$ cat src/rtl/npc_pkg.sv
package npc_pkg;

  typedef logic [1:0] ctr_t;

  localparam ctr_t CTR_RESET = 2'b01;

  // 2-bit saturating counter step
  function automatic ctr_t ctr_step(input ctr_t c, input logic up);
    ctr_t r;
    if (up) r = (c == 2'b11) ? c : c + 2'b01;
    else    r = (c == 2'b00) ? c : c - 2'b01;
    return r;
  endfunction

endpackage

$ cat src/rtl/npc_btb.sv
module npc_btb #(
  parameter int ADDR_W = 32,
  parameter int IDX_W  = 4,
  parameter int OFS_W  = 2
) (
  input  logic              clk,
  input  logic              rst,
  input  logic [ADDR_W-1:0] rd_pc,
  output logic              rd_hit,
  output logic [ADDR_W-1:0] rd_target,
  input  logic              wr_en,
  input  logic [ADDR_W-1:0] wr_pc,
  input  logic [ADDR_W-1:0] wr_target
);
  localparam int TAG_W   = ADDR_W - OFS_W - IDX_W;
  localparam int ENTRIES = 1 << IDX_W;
  localparam int WORD_W  = TAG_W + ADDR_W;

  // tag and target kept in one plain array so it maps onto block RAM
  logic [WORD_W-1:0]  mem [ENTRIES];
  logic [ENTRIES-1:0] occ;

  logic [IDX_W-1:0] rd_idx, wr_idx;
  logic [TAG_W-1:0] rd_tag;
  assign rd_idx = rd_pc[OFS_W +: IDX_W];
  assign rd_tag = rd_pc[ADDR_W-1 -: TAG_W];
  assign wr_idx = wr_pc[OFS_W +: IDX_W];

  logic [WORD_W-1:0] word_q;
  logic              occ_q;
  logic [TAG_W-1:0]  want_tag_q;

  always_ff @(posedge clk) begin
    if (wr_en) mem[wr_idx] <= {wr_pc[ADDR_W-1 -: TAG_W], wr_target};
    word_q <= mem[rd_idx];
  end

  always_ff @(posedge clk) begin
    if (rst) begin
      occ        <= '0;
      occ_q      <= 1'b0;
      want_tag_q <= '0;
    end else begin
      if (wr_en) occ[wr_idx] <= 1'b1;
      occ_q      <= occ[rd_idx];
      want_tag_q <= rd_tag;
    end
  end

  assign rd_hit    = occ_q && (word_q[WORD_W-1 -: TAG_W] == want_tag_q);
  assign rd_target = word_q[ADDR_W-1:0];
endmodule

$ cat src/rtl/npc_dir_table.sv
module npc_dir_table
  import npc_pkg::*;
#(
  parameter int IDX_W = 6
) (
  input  logic             clk,
  input  logic             rst,
  input  logic [IDX_W-1:0] rd_idx,
  output logic             rd_taken,
  input  logic             upd_en,
  input  logic [IDX_W-1:0] upd_idx,
  input  logic             upd_taken
);
  localparam int DEPTH = 1 << IDX_W;

  ctr_t ctr [DEPTH];

  always_ff @(posedge clk) begin
    if (rst) begin
      for (int i = 0; i < DEPTH; i++) ctr[i] <= CTR_RESET;
      rd_taken <= 1'b0;
    end else begin
      if (upd_en) ctr[upd_idx] <= ctr_step(ctr[upd_idx], upd_taken);
      rd_taken <= ctr[rd_idx][1];
    end
  end
endmodule

$ cat src/rtl/npc_ghist.sv
module npc_ghist #(
  parameter int HIST_W = 6
) (
  input  logic              clk,
  input  logic              rst,
  input  logic              shift_en,
  input  logic              bit_in,
  output logic [HIST_W-1:0] hist
);
  always_ff @(posedge clk) begin
    if (rst)           hist <= '0;
    else if (shift_en) hist <= {hist[HIST_W-2:0], bit_in};
  end
endmodule

$ cat src/rtl/npc_predictor.sv
module npc_predictor #(
  parameter int ADDR_W     = 32,
  parameter int BTB_IDX_W  = 4,
  parameter int HIST_W     = 6,
  parameter int INST_BYTES = 4
) (
  input  logic              clk,
  input  logic              rst,
  input  logic              fetch_valid,
  input  logic [ADDR_W-1:0] fetch_pc,
  input  logic              res_valid,
  input  logic [ADDR_W-1:0] res_pc,
  input  logic              res_taken,
  input  logic [ADDR_W-1:0] res_target,
  input  logic [ADDR_W-1:0] res_pred_npc,
  output logic              pred_valid,
  output logic [ADDR_W-1:0] pred_pc,
  output logic              pred_is_branch,
  output logic              pred_taken,
  output logic [ADDR_W-1:0] pred_npc,
  output logic              flush_valid,
  output logic [ADDR_W-1:0] flush_pc
);
  localparam int OFS_W = $clog2(INST_BYTES);
  localparam logic [ADDR_W-1:0] STEP = ADDR_W'(INST_BYTES);

  logic [HIST_W-1:0] ghist;
  logic [HIST_W-1:0] fetch_cidx, res_cidx;
  logic              btb_hit;
  logic [ADDR_W-1:0] btb_tgt;
  logic              dir_taken;
  logic [ADDR_W-1:0] res_actual;

  assign fetch_cidx = fetch_pc[OFS_W +: HIST_W] ^ ghist;
  assign res_cidx   = res_pc[OFS_W +: HIST_W] ^ ghist;
  assign res_actual = res_taken ? res_target : res_pc + STEP;

  npc_btb #(.ADDR_W(ADDR_W), .IDX_W(BTB_IDX_W), .OFS_W(OFS_W)) btb_i (
    .clk(clk), .rst(rst),
    .rd_pc(fetch_pc), .rd_hit(btb_hit), .rd_target(btb_tgt),
    .wr_en(res_valid && res_taken), .wr_pc(res_pc), .wr_target(res_target)
  );

  npc_dir_table #(.IDX_W(HIST_W)) dir_i (
    .clk(clk), .rst(rst),
    .rd_idx(fetch_cidx), .rd_taken(dir_taken),
    .upd_en(res_valid), .upd_idx(res_cidx), .upd_taken(res_taken)
  );

  npc_ghist #(.HIST_W(HIST_W)) hist_i (
    .clk(clk), .rst(rst),
    .shift_en(res_valid), .bit_in(res_taken), .hist(ghist)
  );

  always_ff @(posedge clk) begin
    if (rst) begin
      pred_valid  <= 1'b0;
      pred_pc     <= '0;
      flush_valid <= 1'b0;
      flush_pc    <= '0;
    end else begin
      pred_valid  <= fetch_valid;
      pred_pc     <= fetch_pc;
      flush_valid <= res_valid && (res_actual != res_pred_npc);
      flush_pc    <= res_actual;
    end
  end

  assign pred_is_branch = btb_hit;
  assign pred_taken     = dir_taken;
  assign pred_npc       = (btb_hit && dir_taken) ? btb_tgt : pred_pc + STEP;
endmodule

$ cat config.mk
export PLATFORM = sky130hd
export DESIGN_NAME = npc_predictor
export DESIGN_NICKNAME = d
export VERILOG_FILES = /design/src/rtl/npc_pkg.sv /design/src/rtl/npc_btb.sv /design/src/rtl/npc_dir_table.sv /design/src/rtl/npc_ghist.sv /design/src/rtl/npc_predictor.sv
export SDC_FILE = /design/constraint.sdc
export NUM_CORES = 1
export LEC_CHECK = 0
export ABC_AREA = 1
export BUFFER_PORTS_ARGS = -buffer_cell sky130_fd_sc_hd__buf_2
export CORE_MARGIN = 2
export CORE_UTILIZATION = 50
export DETAILED_ROUTE_END_ITERATION = 10
export GPL_ROUTABILITY_DRIVEN = 0
export PLACE_DENSITY_LB_ADDON = 0.15
export SYNTH_ARGS = -nofsm -noshare
export SYNTH_HDL_FRONTEND = slang
export SYNTH_HIERARCHICAL = 1
export SYNTH_SLANG_ARGS = --single-unit
$ cat constraint.sdc
create_clock -name clk -period 7.39 [get_ports clk]
set_clock_uncertainty 0.1 [all_clocks]
set_input_delay 1.478 -clock clk [delete_from_list [all_inputs] [get_ports clk]]
set_output_delay 1.478 -clock clk [all_outputs]
set_load 0.05 [all_outputs]
==> key figures <==
Run status
  – Status: completed

Setup path
  – CP top delay family: buffers and inverters
  – Reg2Reg Depth: 12
  – Worst R2R End: dir_i/ctr[61][0]
  – FF-to-FF Start: hist_i/hist[0]
  – Reg-to-reg setup timing slack: 3.51 ns
  – Worst Setup Path Type: reg -> out
  – Worst path cell trace: inv_1, o21ai_0, nor2_1, nand2_1, nor2_1, nand2_1, nor2_1, nand2_1, buf_4, clkinv_1, buf_4, o31ai_1, buf_2
  – Slowest-stage cell, CP: o31ai_1
  – Worst Path Arrival: 3.92 ns
  – CP peak stage delay: 0.66 ns
  – Critical Path Source Type: register
  – Largest fanout on the critical path: 34
  – Worst setup EP type: output pin
  – CP required: 5.81 ns
  – Crit path buffers/inverters: 5

STA
  – RSZ-0062 raised after global routing: false
  – Final Hold Viols: 0
  – Finish-stage setup viols: 0
  – Fraction of the cycle the final worst path needs: 74.4%
  – Slew @ Worst Pin: 1.34 ns
  – Final critical-path required period: 5.50 ns
  – Fmax: 0.182 GHz
  – Setup_tns: 0 ns
  – Slew Limit Fails: 0
  – Relative slew margins: 10.8%

Global routing
  – First-pass GRT wire length: 229 mm
  – Vias in the first global route: 34836
  – Total congestion overflow: 0
  – Largest net degree at the start of global routing: 159
  – GR Util All Layers: 28.8%
  – Antenna violations before repair: 16

Floorplan
  – Initial core utilization: 50.5%
  – Die H: 328 um
  – DIE AREA: 0.107 mm2
  – Core ar.: 0.104 mm2
  – # IOs: 233
  – Cell Rows: 118
  – Die Wd: 328 um

Job
  – Max-cap violations: 0

Synthesis
  – Most numerous cell in the Yosys netlist: edfxtp_1
  – Post-synth top area share: 60.6%
  – Top FF cell, synth: edfxtp_1
  – Cell taking the most area after synthesis: edfxtp_1
  – Synthesized area per cell: 10.5 um2
  – Synth cell count leaders: edfxtp_1 (1056), nor2_1 (850), nand2_1 (826)
  – Seq cells post-synth: 1230
  – Sequential-to-total area share from yosys stat: 67.2%
  – Asr flop ratio synth: 0%
  – Largest cells by area after synthesis: edfxtp_1 (61%), dfxtp_1 (6.7%), nor2_1 (6.1%), nand2_1 (5.9%), o21ai_0 (4.0%)
  – Netlist cell types: 44
  – Yosys Warn Count: 6
  – EDFF count, synth: 1056
  – Syn Inst Count: 4984
  – Mapped cell area: 0.0523 mm2
  – Post-synthesis net count: 5119

Routing
  – Drt initial violations: 4466
  – DR pass1 iterations: 6
  – Routed via count: 37282
  – Vias per inst: 5.67
  – Routed WL per cell: 23.7 um
  – Final ANT Viol Nets: 0
  – # DRC: 0
  – Final WL: 156 mm

Clocking
  – Root Buffer: clkbuf_16
  – # H-tree levels: 3
  – Total CTS buffers: 121
  – Clock Pin Slew Worst Setup and Hold Paths: 0.06 ns
  – Post-CTS setup buffer count: 0
  – CTS resizes: 0
  – CTS tree: built
  – Clock Sink Count: 1230
  – Clk_lat worst skew: 0.72 ns
  – CTS Buffer Depth: 3
  – Hold_buf cts: 0

Power
  – Total chip power: 15400 uW
  – Power Dens Cells: 263 mW/mm2
  – Maximum vdd drop: 0.000218 V
  – Leak Pwr: 0.0216 uW

Finish
  – Final core occ: 56.4%
  – Layout cells sized above 1: 10.6%
  – P&R area growth vs syn: 11.7%
  – Nets: 5225

Worst hold path
  – HP Start: btb_i/occ[13]
  – Hold/Removal Path Class: reg -> reg
  – Hold Path End: btb_i/occ[13]
  – Hold Crit Depth: 2

Placed design
  – Input/output buffers: 232
  – Post-DP HPWL: 92.0 mm
layout make-up:
type                    instances  area (um2)
fillers                      8859       45200
diodes                          6        15.0
well taps                    1380        1730
clock inverters                50         495
inverters                     412        1570
flip-flops and latches       1230       35200
clock buffers                 177        3520
repair buffers                294        1710
multi-input cells            3031       14200
routing by layer:
layer  global-route usage, %  vias to the layer above  wire [um]
met5                       0                        -         44
met4                    8.78                        8       4390
met3                    5.40                      249      14700
met2                    45.2                     1641      71900
met1                    41.0                    18152      64800
li1                        -                    17232          -
report_power, final:
part / switching (uW) / leakage, uW / internal (uW)
clock: 2620 / 0.00197 / 3600
combinational: 1070 / 0.00869 / 337
sequential: 77.7 / 0.0110 / 7680
total: 3770 / 0.0216 / 11600
registers in the layout, indices dropped and copies added, names as in the netlist:
| signal | flops |
|---|---|
| btb_i/mem | 928 |
| dir_i/ctr | 128 |
| btb_i/word_q | 58 |
| flush_pc | 32 |
| pred_pc | 32 |
| btb_i/want_tag_q | 26 |
| btb_i/occ | 16 |
| hist_i/hist | 6 |
| btb_i/occ_q | 1 |
| dir_i/rd_taken | 1 |
| flush_valid | 1 |
| pred_valid | 1 |
cells by family (layout without fill, tap and decap cells):
logic type                 after synthesis  count (layout)  synth area share, %
buffers and inverters                  723             933                 5.82
DFF                                   1230            1230                 67.2
adders and majority gates                2               2               0.0478
and+or+nand+nor                       2069            2069                 16.1
xor gates and xnor gates                42              42                0.703
other                                    0               6                    0
AOI/OAI and AO/OA                      918             918                 10.0
cell usage in the layout (no fill, tap or decap), types with 5 or more instances in the layout:
cell	instances
xnor2_1	12
a21oi_1	142
clkinv_2	23
dfxtp_1	174
nand2_2	7
diode_2	6
clkbuf_16	124
inv_2	8
nand3_1	308
clkbuf_8	21
nand2_1	825
edfxtp_1	1056
nand3b_1	14
nor2_2	6
nor2_1	838
bufinv_16	9
o31ai_1	5
xor2_1	27
nor2_4	16
o21ai_0	419
nor3_1	14
o21ai_1	93
buf_4	60
o211ai_1	249
or2_2	21
nand4_1	9
clkinv_1	19
inv_1	392
buf_2	227
clkbuf_1	31
worst reg2reg max path, stage by stage (launching register included):
cell and delay (ns):
dfxtp_1 0.50, xor2_4 0.12, inv_2 0.71, nand2_1 0.14, nand3_1 0.13, nand2_1 0.06, o21ai_1 0.16, nand2_1 0.07
nor2_1 0.14, nand3b_1 0.14, nand2_2 0.77, buf_4 0.42, nand3_1 0.11
through the flow:
step | std cells | worst slack (ns) | area (um2) | hold slack, ns
floorplan | 4984 | 2.00 | 52300 | 0.335
global placement | 6347 | 2.35 | 54400 | 0.344
detailed placement | 6347 | 2.28 | 54400 | 0.353
CTS | 6574 | 2.00 | 58400 | 0.362
global route | 6577 | 1.77 | 58400 | 0.390
finish | 6580 | 1.89 | 58500 | 0.358
how the worst max path moves through the flow:
| stage | from | end | slack (ns) | cells after the start |
|---|---|---|---|---|
| finish | btb_i/word_q[39] | pred_npc[8] | 1.89 | 13 |
| global route | btb_i/word_q[40] | pred_npc[8] | 1.77 | 13 |
| CTS | btb_i/word_q[40] | pred_npc[8] | 2.00 | 13 |
| detailed placement | res_pc[4] | dir_i/ctr[61][0] | 2.28 | 14 |
| global placement | res_pc[4] | dir_i/ctr[62][0] | 2.35 | 14 |
| floorplan | res_taken | btb_i/mem[11][0] | 2.00 | 8 |
No activity file was read; power rests on OpenSTA's default activity.
